$ cat src/rtl/usbtx_pkg.sv
`timescale 1ns/1ps
package usbtx_pkg;

   // Kind of symbol placed on the line in one bit time
   typedef enum logic [2:0] {
      SYM_IDLE = 3'd0,   // bus idle, J, not part of a packet
      SYM_DATA = 3'd1,   // NRZI bit that counts toward stuffing
      SYM_RAW  = 3'd2,   // NRZI bit exempt from stuffing
      SYM_SE0  = 3'd3,   // single-ended zero
      SYM_J    = 3'd4    // forced J inside a packet
   } sym_kind_e;

   typedef struct packed {
      sym_kind_e kind;
      logic      val;
   } sym_t;

   typedef enum logic [1:0] {
      FR_IDLE = 2'd0,
      FR_SYNC = 2'd1,
      FR_DATA = 2'd2,
      FR_EOP  = 2'd3
   } fr_state_e;

endpackage

$ cat src/rtl/usbtx_framer.sv
`timescale 1ns/1ps
module usbtx_framer
   import usbtx_pkg::*;
#(
   parameter int BYTE_W       = 8,
   parameter int FS_SYNC_BITS = 8,
   parameter int HS_SYNC_BITS = 32,
   parameter int FS_EOP_SE0   = 2,
   parameter int HS_EOP_BITS  = 8,
   parameter bit HS_ENABLE    = 1'b1
) (
   input  logic              clk,
   input  logic              rst_n,
   input  logic              bit_en,
   input  logic              hold,
   input  logic              hs_mode,
   input  logic              in_valid,
   input  logic [BYTE_W-1:0] in_data,
   input  logic              in_pid,
   output logic              in_ready,
   output sym_t              sym,
   output logic              busy
);

   localparam int SPAN_SYNC = (FS_SYNC_BITS > HS_SYNC_BITS) ? FS_SYNC_BITS : HS_SYNC_BITS;
   localparam int SPAN_EOP  = (HS_EOP_BITS > FS_EOP_SE0 + 1) ? HS_EOP_BITS : FS_EOP_SE0 + 1;
   localparam int SPAN_A    = (SPAN_SYNC > SPAN_EOP) ? SPAN_SYNC : SPAN_EOP;
   localparam int CNT_SPAN  = (SPAN_A > BYTE_W) ? SPAN_A : BYTE_W;
   localparam int CNT_W     = $clog2(CNT_SPAN);

   localparam logic [CNT_W-1:0] BYTE_LAST    = CNT_W'(BYTE_W - 1);
   localparam logic [CNT_W-1:0] FS_SYNC_LAST = CNT_W'(FS_SYNC_BITS - 1);
   localparam logic [CNT_W-1:0] HS_SYNC_LAST = CNT_W'(HS_SYNC_BITS - 1);
   localparam logic [CNT_W-1:0] FS_EOP_LAST  = CNT_W'(FS_EOP_SE0);
   localparam logic [CNT_W-1:0] HS_EOP_LAST  = CNT_W'(HS_EOP_BITS - 1);
   localparam logic [CNT_W-1:0] SE0_SPAN     = CNT_W'(FS_EOP_SE0);

   fr_state_e         state_q;
   logic [CNT_W-1:0]  cnt_q;
   logic [BYTE_W-1:0] sh_q;
   logic              hs_q;
   logic              pid_q;
   logic              hs_eff;
   logic              step;
   logic              slot;
   logic [CNT_W-1:0]  sync_last;
   logic [CNT_W-1:0]  eop_last;

   generate
      if (HS_ENABLE) begin : g_hs
         assign hs_eff = hs_mode;
      end else begin : g_fs_only
         logic unused_hs;
         assign unused_hs = hs_mode;
         assign hs_eff    = 1'b0;
      end
   endgenerate

   assign step      = bit_en & ~hold;
   assign slot      = (state_q == FR_DATA) && (cnt_q == BYTE_LAST) && step;
   assign in_ready  = ((state_q == FR_IDLE) && !hold) || slot;
   assign sync_last = hs_q ? HS_SYNC_LAST : FS_SYNC_LAST;
   assign eop_last  = hs_q ? HS_EOP_LAST  : FS_EOP_LAST;
   assign busy      = (state_q != FR_IDLE);

   always_comb begin
      sym = '{kind: SYM_IDLE, val: 1'b1};
      unique case (state_q)
         FR_IDLE: sym = '{kind: SYM_IDLE, val: 1'b1};
         FR_SYNC: sym = '{kind: SYM_DATA, val: (cnt_q == sync_last)};
         FR_DATA: sym = '{kind: SYM_DATA, val: sh_q[0]};
         FR_EOP: begin
            if (hs_q)
               sym = '{kind: SYM_RAW, val: (cnt_q != '0)};
            else if (cnt_q < SE0_SPAN)
               sym = '{kind: SYM_SE0, val: 1'b0};
            else
               sym = '{kind: SYM_J, val: 1'b1};
         end
         default: sym = '{kind: SYM_IDLE, val: 1'b1};
      endcase
   end

   always_ff @(posedge clk or negedge rst_n) begin
      if (!rst_n) begin
         state_q <= FR_IDLE;
         cnt_q   <= '0;
         sh_q    <= '0;
         hs_q    <= 1'b0;
         pid_q   <= 1'b0;
      end else begin
         unique case (state_q)
            FR_IDLE: begin
               if (in_valid && !hold) begin
                  sh_q    <= in_data;
                  hs_q    <= hs_eff;
                  pid_q   <= in_pid;
                  cnt_q   <= '0;
                  state_q <= in_pid ? FR_SYNC : FR_DATA;
               end
            end
            FR_SYNC: begin
               if (step) begin
                  if (cnt_q == sync_last) begin
                     cnt_q   <= '0;
                     state_q <= FR_DATA;
                  end else begin
                     cnt_q <= cnt_q + 1'b1;
                  end
               end
            end
            FR_DATA: begin
               if (step) begin
                  if (cnt_q == BYTE_LAST) begin
                     cnt_q <= '0;
                     if (in_valid) sh_q <= in_data;
                     else          state_q <= pid_q ? FR_EOP : FR_IDLE;
                  end else begin
                     sh_q  <= sh_q >> 1;
                     cnt_q <= cnt_q + 1'b1;
                  end
               end
            end
            FR_EOP: begin
               if (step) begin
                  if (cnt_q == eop_last) begin
                     cnt_q   <= '0;
                     state_q <= FR_IDLE;
                  end else begin
                     cnt_q <= cnt_q + 1'b1;
                  end
               end
            end
            default: state_q <= FR_IDLE;
         endcase
      end
   end

endmodule

$ cat src/rtl/usbtx_stuffer.sv
`timescale 1ns/1ps
module usbtx_stuffer
   import usbtx_pkg::*;
#(
   parameter int STUFF_AFTER = 6
) (
   input  logic clk,
   input  logic rst_n,
   input  logic bit_en,
   input  sym_t sym_in,
   output sym_t sym_out,
   output logic hold
);

   localparam int               RUN_W   = $clog2(STUFF_AFTER + 1);
   localparam logic [RUN_W-1:0] RUN_LIM = RUN_W'(STUFF_AFTER);

   logic [RUN_W-1:0] run_q;

   assign hold = (run_q == RUN_LIM);

   always_comb begin
      sym_out = sym_in;
      if (hold) sym_out = '{kind: SYM_DATA, val: 1'b0};
   end

   always_ff @(posedge clk or negedge rst_n) begin
      if (!rst_n)
         run_q <= '0;
      else if (bit_en)
         run_q <= (sym_out.kind == SYM_DATA && sym_out.val) ? run_q + 1'b1 : '0;
   end

endmodule

$ cat src/rtl/usbtx_line_enc.sv
`timescale 1ns/1ps
module usbtx_line_enc
   import usbtx_pkg::*;
(
   input  logic clk,
   input  logic rst_n,
   input  logic bit_en,
   input  sym_t sym,
   output logic line_j,
   output logic line_se0,
   output logic tx_active
);

   always_ff @(posedge clk or negedge rst_n) begin
      if (!rst_n) begin
         line_j    <= 1'b1;
         line_se0  <= 1'b0;
         tx_active <= 1'b0;
      end else if (bit_en) begin
         unique case (sym.kind)
            SYM_DATA, SYM_RAW: begin
               line_j    <= sym.val ? line_j : ~line_j;
               line_se0  <= 1'b0;
               tx_active <= 1'b1;
            end
            SYM_SE0: begin
               line_j    <= 1'b0;
               line_se0  <= 1'b1;
               tx_active <= 1'b1;
            end
            SYM_J: begin
               line_j    <= 1'b1;
               line_se0  <= 1'b0;
               tx_active <= 1'b1;
            end
            default: begin
               line_j    <= 1'b1;
               line_se0  <= 1'b0;
               tx_active <= 1'b0;
            end
         endcase
      end
   end

endmodule

$ cat src/rtl/usb_tx_serializer.sv
`timescale 1ns/1ps
module usb_tx_serializer
   import usbtx_pkg::*;
#(
   parameter int BYTE_W       = 8,
   parameter int STUFF_AFTER  = 6,
   parameter int FS_SYNC_BITS = 8,
   parameter int HS_SYNC_BITS = 32,
   parameter int FS_EOP_SE0   = 2,
   parameter int HS_EOP_BITS  = 8,
   parameter bit HS_ENABLE    = 1'b1
) (
   input  logic              clk,
   input  logic              rst_n,
   input  logic              bit_en,
   input  logic              hs_mode,
   input  logic              in_valid,
   input  logic [BYTE_W-1:0] in_data,
   input  logic              in_pid,
   output logic              in_ready,
   output logic              line_j,
   output logic              line_se0,
   output logic              tx_active
);

   generate
      if (BYTE_W < 2)       begin : g_bad_byte  $error("BYTE_W must be at least 2");       end
      if (STUFF_AFTER < 1)  begin : g_bad_stuff $error("STUFF_AFTER must be at least 1");  end
      if (FS_SYNC_BITS < 2) begin : g_bad_fs    $error("FS_SYNC_BITS must be at least 2"); end
      if (HS_SYNC_BITS < 2) begin : g_bad_hs    $error("HS_SYNC_BITS must be at least 2"); end
      if (FS_EOP_SE0 < 1)   begin : g_bad_se0   $error("FS_EOP_SE0 must be at least 1");   end
      if (HS_EOP_BITS < 2)  begin : g_bad_heop  $error("HS_EOP_BITS must be at least 2");  end
   endgenerate

   sym_t fr_sym;
   sym_t st_sym;
   logic stuff_hold;
   logic fr_busy;

   usbtx_framer #(
      .BYTE_W       (BYTE_W),
      .FS_SYNC_BITS (FS_SYNC_BITS),
      .HS_SYNC_BITS (HS_SYNC_BITS),
      .FS_EOP_SE0   (FS_EOP_SE0),
      .HS_EOP_BITS  (HS_EOP_BITS),
      .HS_ENABLE    (HS_ENABLE)
   ) framer_i (
      .clk      (clk),
      .rst_n    (rst_n),
      .bit_en   (bit_en),
      .hold     (stuff_hold),
      .hs_mode  (hs_mode),
      .in_valid (in_valid),
      .in_data  (in_data),
      .in_pid   (in_pid),
      .in_ready (in_ready),
      .sym      (fr_sym),
      .busy     (fr_busy)
   );

   usbtx_stuffer #(
      .STUFF_AFTER (STUFF_AFTER)
   ) stuffer_i (
      .clk     (clk),
      .rst_n   (rst_n),
      .bit_en  (bit_en),
      .sym_in  (fr_sym),
      .sym_out (st_sym),
      .hold    (stuff_hold)
   );

   usbtx_line_enc line_i (
      .clk       (clk),
      .rst_n     (rst_n),
      .bit_en    (bit_en),
      .sym       (st_sym),
      .line_j    (line_j),
      .line_se0  (line_se0),
      .tx_active (tx_active)
   );

endmodule

$ cat config.mk
export PLATFORM = sky130hd
export DESIGN_NAME = usb_tx_serializer
export DESIGN_NICKNAME = d
export VERILOG_FILES = /design/src/rtl/usbtx_pkg.sv /design/src/rtl/usbtx_framer.sv /design/src/rtl/usbtx_stuffer.sv /design/src/rtl/usbtx_line_enc.sv /design/src/rtl/usb_tx_serializer.sv
export SDC_FILE = /design/constraint.sdc
export NUM_CORES = 1
export LEC_CHECK = 0
export BUFFER_PORTS_ARGS = -buffer_cell sky130_fd_sc_hd__buf_2
export CAP_MARGIN = 20
export CORE_MARGIN = 2
export CORE_UTILIZATION = 60
export DETAILED_ROUTE_END_ITERATION = 10
export PLACE_DENSITY_LB_ADDON = 0.25
export SLEW_MARGIN = 20
export SYNTH_ARGS = -nofsm -noshare
export SYNTH_HDL_FRONTEND = slang
export SYNTH_SLANG_ARGS = --single-unit
$ cat constraint.sdc
create_clock -name clk -period 5.3 [get_ports clk]
set_input_delay 0 -clock clk [delete_from_list [all_inputs] [get_ports clk]]
set_output_delay 0 -clock clk [all_outputs]
set_load 0.02 [all_outputs]
==> results of run 1 <==
==> logic make-up after synthesis <==
logic type      after synthesis  share of synthesized area [%]
compound gates               45                           23.2
xor+xnor                      1                          0.614
fa+ha+maj                     4                           3.51
buf+inv                      18                           5.52
flops                        23                           40.4
mux                          12                           8.59
simple gates                 52                           18.1
==> routing by layer <==
metal,vias to the layer above,wire length (um)
li1,610,-
met1,587,1380
met2,33,1500
met3,5,113
met4,0,30
met5,-,0
==> sequential cells by signal (all words and copies together), names as in the netlist <==
register and count:
framer_i.sh_q 8, line_i.tx_active 1, framer_i.hs_q 1, framer_i.cnt_q 5, line_i.line_se0 1, framer_i.state_q 2
stuffer_i.run_q 3, line_i.line_j 1, framer_i.pid_q 1
==> power by group through the flow <==
stage | Clock, uW | Sequential, uW | Combinational [uW]
final | 82.7 | 360 | 425
after global routing | 90.0 | 376 | 479
after CTS | 84.5 | 357 | 419
after detailed placement | 0 | 362 | 412
after global placement | 0 | 356 | 390
after floorplan | 0 | 316 | 375
==> placed cells by master, fill, tap and decap left out, drive strengths merged, types with 2 or more instances in the layout <==
cell type,count
a2111oi,3
a211oi,2
a21o,3
a21oi,10
a31oi,2
buf,17
clkbuf,3
clkinv,2
dfrtp,22
dlygate4sd3,10
ha,4
inv,10
mux2,2
mux2i,10
nand2,9
nand2b,4
nand3,9
nand4,2
nor2,15
nor2b,2
nor3,4
o21ai,12
o22ai,2
o31ai,3
or3,3
==> cell usage after synthesis, types with 4 or more instances <==
master,n,area [sq um]
sky130_fd_sc_hd__a21oi_1,10,50.1
sky130_fd_sc_hd__dfrtp_1,22,551
sky130_fd_sc_hd__ha_1,4,50.1
sky130_fd_sc_hd__inv_1,10,37.5
sky130_fd_sc_hd__mux2i_1,10,100
sky130_fd_sc_hd__nand2_1,9,33.8
sky130_fd_sc_hd__nand2b_1,4,25.0
sky130_fd_sc_hd__nand3_1,9,45.0
sky130_fd_sc_hd__nor2_1,15,56.3
sky130_fd_sc_hd__nor3_1,4,20.0
sky130_fd_sc_hd__o21ai_0,12,60.1
==> repair_timing <==
item,CTS,global route
hold buffers,10,0
hold endpoints to repair,31,0
resized for setup,0,0
==> worst min-delay path: stages <==
cell,delay (ps)
sky130_fd_sc_hd__buf_2,90
sky130_fd_sc_hd__mux2i_1,60
sky130_fd_sc_hd__a21oi_1,140
==> worst paths after layout <==
| path | start | to | slack [ps] | cells after the start |
|---|---|---|---|---|
| max reg2reg | framer_i.cnt_q[1] | framer_i.sh_q[5] | 3020 | 6 |
| max in group asynchronous | rst_n | line_i.line_j | 4780 | 2 |
| max | framer_i.cnt_q[1] | framer_i.sh_q[5] | 3020 | 6 |
| min | in_data[6] | framer_i.sh_q[6] | 10 | 3 |
| min reg2reg | line_i.line_se0 | line_i.line_se0 | 540 | 2 |
| min in group asynchronous | rst_n | stuffer_i.run_q[2] | 160 | 2 |
==> per-stage QoR <==
step / hold WS (ps) / util, % / setup slack, ps / instances
5_1_grt: 74.4 / 73.3 / 2810 / 207
2_1_floorplan: -296 / - / 3420 / 155
4_1_cts: 10.4 / 73.3 / 3080 / 207
3_3_place_gp: -5.40 / 67.6 / 3200 / 193
6_report: 13.6 / 73.3 / 3020 / 207
3_5_place_dp: 0.0782 / 67.6 / 3090 / 193
==> layout make-up <==
cell class	count	area (sq um)	share of cell area, %
multi-input combinational	114	772	47.1
clock inverter	1	5.00	0.306
inverter	11	41.3	2.52
sequential	23	577	35.2
clock buffer	3	22.5	1.38
timing repair buffer	27	185	11.3
tap	28	35.0	2.14
==> out/qor.tcl, run 1 <==
set qor(status) {complete, no violations}
set qor(critical-path-max-stage-delay_ps) 680
set qor(detail_routed_via_count_per_cell) 5.97
set qor(crit_chain) {ha_1, nand2_1, o31ai_1, nor2_1, mux2i_1, a21oi_1}
set qor(crit_path_max_fanout) 8
set qor(maxSlewViolCount) 0
set qor(slew_at_the_pin_closest_to_its_max_slew_limit_ps) 816
set qor(rows) 17
set qor(grt_util_met3_pct) 4.29
set qor(ant_nets) 0
set qor(drt_iter0_markers) 54
set qor(slew-limit-headroom_pct) 45.4
set qor(p_total_uw) 867
set qor(die_h_um) 52.8
set qor(number_of_buffers_created_by_cts) 3
set qor(grt_use_met1_pct) 34.6
set qor(boundaryPins) 18
set qor(crit_required_ps) 5470
set qor(routed_wirelength_um) 3020
set qor(clock_tree.htree_level_count) 1
set qor(max_cap_violations) 0
set qor(cts_tree) {done}
set qor(report.final.hold_viol_count) 0
set qor(met2_track_demand_over_resource_in_global_routing_pct) 42.5
set qor(power.share.combinational_pct) 49.0
set qor(crit_arrival_ps) 2450
set qor(postSynthAreaPerCell_sq_um) 9.21
set qor(n_antenna_cell) 0
set qor(initial_core_utilization_pct) 63.9
set qor(final-setup-viol-count) 0
set qor(root_buffer) {sky130_fd_sc_hd__clkbuf_4}
set qor(final.setup_skew_ps) 5.84
set qor(sequentialPowerShare_pct) 41.5
set qor(floorplan.die_area_sq_um) 2790
set qor(top_usage_layer) {met2}
set qor(path_delay_family) {simple AND/OR/NAND/NOR gates}
set qor(number_of_global_route_vias_before_repair) 1173
set qor(grt_antenna_before_repair) 0
set qor(routedWlPerCell_um) 14.6
set qor(grt_start_max_net_pins) 24
set qor(criticalPathCategory) {reg2reg}
set qor(grtUsageTotal_pct) 25.8
set qor(setup_total_negative_slack_ps) 0
set qor(synth_seq_area_share_pct) 40.4
set qor(synth.yosys.warnings) 0
set qor(timing.final.crit_share_pct) 43.0
set qor(leakage_uw) 0.000719
set qor(yosys_register_bits) 23
set qor(crit_path_max_delay_cell_type) {sky130_fd_sc_hd__nor2_1}
set qor(worstHoldPathType) {in2reg}
set qor(cts.sink_count) 23
set qor(power.ir.vdd_worst_mv) 0.322
set qor(intPower_uw) 473
set qor(power_density_nw_per_um2) 530
set qor(grt_setup_unrepaired) {false}
set qor(synth-async-reset-ratio_pct) 100
set qor(grt.overflow.total) 0
set qor(crit_path_start_kind) {flop}
set qor(achievable_clock_frequency_mhz) 439
set qor(placed_wire_length_estimate_after_detailed_placement_um) 2040
set qor(mappedNetlistNets) 173
set qor(syn_to_final_growth_pct) 14.7
set qor(buffers_inserted_during_post_cts_setup_optimization) 0
set qor(fillers) 173
set qor(synthesis.instances) 155
set qor(dr.pass1.iters) 4
set qor(p_sw_share_pct) 45.5
set qor(dominant_register_cell_in_the_synthesized_netlist) {sky130_fd_sc_hd__dfrtp_1}
set qor(grt_first_pass_wirelength_um) 5240
set qor(vias) 1235
set qor(die-width_um) 52.8
set qor(dr_drc_count) 0
set qor(fin_area_sq_um) 1640
set qor(finalWorstPathRequiredPeriod_ps) 2280
set qor(power.clock.fraction_pct) 9.5
set qor(power.switching_uw) 394
set qor(finish.net_count) 198
set qor(clock_latency_ps) 320
set qor(worst-path-buf-inv) 0
set qor(netlist_area_sq_um) 1430
set qor(clk_pin_slew_ps) 130
set qor(detailed_place.area_sq_um) 1510
set qor(number_of_distinct_standard_cells_referenced_by_the_synthesized_netlist) 43
set qor(place_congestion) 0.819
set qor(worstSetupEndpointType) {flop}
set qor(synth_enable_flop_cells) 0
set qor(ctsLongestPathBuffers) 2
set qor(placeableCoreArea_sq_um) 2230
set qor(place.port_buffers) 17
set qor(drive_above_1_share_pct) 15.6
Note: power is estimated with default switching activity, not from simulation.
==> run 2: changes to the inputs <==
--- a/config.mk
+++ b/config.mk
@@ -8,7 +8,7 @@
 export BUFFER_PORTS_ARGS = -buffer_cell sky130_fd_sc_hd__buf_2
 export CAP_MARGIN = 20
 export CORE_MARGIN = 2
-export CORE_UTILIZATION = 60
+export CORE_UTILIZATION = 57
 export DETAILED_ROUTE_END_ITERATION = 10
 export PLACE_DENSITY_LB_ADDON = 0.25
 export SLEW_MARGIN = 20
==> constraint.sdc (replaced) <==
create_clock -name clk -period 2.3 [get_ports clk]
set_input_delay 0 -clock clk [delete_from_list [all_inputs] [get_ports clk]]
set_output_delay 0 -clock clk [all_outputs]
set_load 0.02 [all_outputs]
==> run 2 against run 1 <==
Compared with the run above: power is 140% higher; sequential share of layout area is 1.8 points lower; final cell count is 5.3% higher; global-route usage is 2.7 points lower; non-clock buffer count is 9 higher; highest routed layer unchanged; flip-flop and latch count stayed put; first-iteration DRC count is 28% lower; cell area is 5.5% higher; maximum frequency is 8.7% higher; worst hold slack better by 50 ps; critical endpoint is now framer_i.sh_q[2].
==> out/qor.tcl, run 2 (synthesis gave the netlist of run 1 again) <==
set qor(ant_nets) 0
set qor(final-setup-viol-count) 0
set qor(timing.final.crit_share_pct) 91.1
set qor(achievable_clock_frequency_mhz) 477
set qor(grt_start_max_net_pins) 24
set qor(max_cap_violations) 0
set qor(crit_path_start_kind) {flop}
set qor(placed_wire_length_estimate_after_detailed_placement_um) 2110
set qor(number_of_global_route_vias_before_repair) 1141
set qor(finalWorstPathRequiredPeriod_ps) 2090
set qor(cts_tree) {done}
set qor(clk_pin_slew_ps) 130
set qor(place.port_buffers) 17
set qor(final.setup_skew_ps) 4.45
set qor(die-width_um) 54.0
set qor(n_antenna_cell) 0
set qor(worstHoldPathType) {in2reg}
set qor(dr_drc_count) 0
set qor(clock_latency_ps) 320
set qor(power_density_nw_per_um2) 1230
set qor(status) {complete, no violations}
set qor(critical-path-max-stage-delay_ps) 610
set qor(worst-path-buf-inv) 0
set qor(boundaryPins) 18
set qor(maxSlewViolCount) 0
set qor(cts.sink_count) 23
set qor(rows) 18
set qor(grtUsageTotal_pct) 23.1
set qor(root_buffer) {sky130_fd_sc_hd__clkbuf_4}
set qor(syn_to_final_growth_pct) 21.0
set qor(worstSetupEndpointType) {flop}
set qor(path_delay_family) {simple AND/OR/NAND/NOR gates}
set qor(register_name_with_the_most_flops) {framer_i.sh_q}
set qor(routedWlPerCell_um) 14.1
set qor(setup_total_negative_slack_ps) 0
set qor(grt_antenna_before_repair) 0
set qor(place_congestion) 0.925
set qor(crit_arrival_ps) 2320
set qor(initial_core_utilization_pct) 58.7
set qor(placeableCoreArea_sq_um) 2430
set qor(leakage_uw) 0.000769
set qor(vias) 1301
set qor(p_total_uw) 2120
set qor(clock_tree.htree_level_count) 1
set qor(die_h_um) 54.0
set qor(slew-limit-headroom_pct) 49.0
set qor(crit_path_max_delay_cell_type) {sky130_fd_sc_hd__nor2_1}
set qor(crit_path_max_fanout) 8
set qor(slew_at_the_pin_closest_to_its_max_slew_limit_ps) 763
set qor(criticalPathCategory) {reg2reg}
set qor(mostFrequentLayoutCell) {sky130_fd_sc_hd__dfrtp_1}
set qor(reg.largest.list) {framer_i.sh_q: 8 flops, framer_i.cnt_q: 5 flops, stuffer_i.run_q: 3 flops}
set qor(drt_iter0_markers) 39
set qor(largest_reg_flops) 8
set qor(finish.net_count) 207
set qor(dr.pass1.iters) 4
set qor(hold-worst-slack_ps) 63.6
set qor(crit_chain) {ha_1, nand2_1, o31ai_2, nor2_1, mux2i_1, a21oi_1}
set qor(report.final.hold_viol_count) 0
set qor(crit_required_ps) 2530
set qor(power.ir.vdd_worst_mv) 0.825
set qor(detail_routed_via_count_per_cell) 5.97
set qor(routed_wirelength_um) 3070
set qor(number_of_buffers_created_by_cts) 3
set qor(layout_common_cells) {22 x sky130_fd_sc_hd__dfrtp_1, 17 x sky130_fd_sc_hd__buf_2, 15 x sky130_fd_sc_hd__nor2_1}
set qor(grt.overflow.total) 0
set qor(grt_first_pass_wirelength_um) 4900
set qor(drive_above_1_share_pct) 19.7
set qor(grt_setup_unrepaired) {false}
set qor(floorplan.die_area_sq_um) 2920
set qor(ctsLongestPathBuffers) 2
run 2: per-stage QoR:
step	utilization, %	setup WS (ps)	instances	cell area, sq um
final	71.0	205	218	1730
after global placement	64.4	229	202	1570
after floorplan	-	419	155	1430
after detailed placement	64.4	129	202	1570
after global routing	71.0	66.1	218	1730
after CTS	70.0	108	217	1700
run 2: power by group:
part / internal (uW) / total [uW] / switching, uW
registers: 588 / 774 / 186
logic: 531 / 1150 / 621
clock network: 65.3 / 193 / 127
total: 1180 / 2120 / 934
run 2: what timing repair did:
action / CTS / global route
endpoints found under the setup margin: 0 / 8
setup buffers: 0 / 1
hold buffers: 11 / 0
endpoints found under the hold margin: 33 / 0
gates resized for setup: 0 / 1
run 2: final cells by class:
class	count	area (sq um)
clock buffers	3	22.5
clock inverters	1	5.00
fillers	184	704
inverters	11	41.3
multi-input cells	114	777
flip-flops and latches	23	577
well taps	30	37.5
repair buffers	36	268
run 2: routing by layer:
layer | GRT usage, % | up-vias | part of all wire, % | wire length, um
met5 | 0 | - | 0 | 0
met1 | 30.0 | 615 | 43 | 1320
li1 | - | 629 | - | -
met2 | 40.0 | 52 | 50 | 1540
met3 | 2.50 | 5 | 6.0 | 184
met4 | 7.50 | 0 | 0.91 | 28
run 2: final timing paths:
path	cells after the start	slack [ps]	end	startpoint
max reg2reg	6	210	framer_i.sh_q[2]	framer_i.cnt_q[0]
max in group asynchronous	2	1780	line_i.line_j	rst_n
min in group asynchronous	2	160	stuffer_i.run_q[2]	rst_n
max	6	210	framer_i.sh_q[2]	framer_i.cnt_q[0]
min reg2reg	1	540	framer_i.pid_q	framer_i.pid_q
min	2	60	line_i.tx_active	bit_en
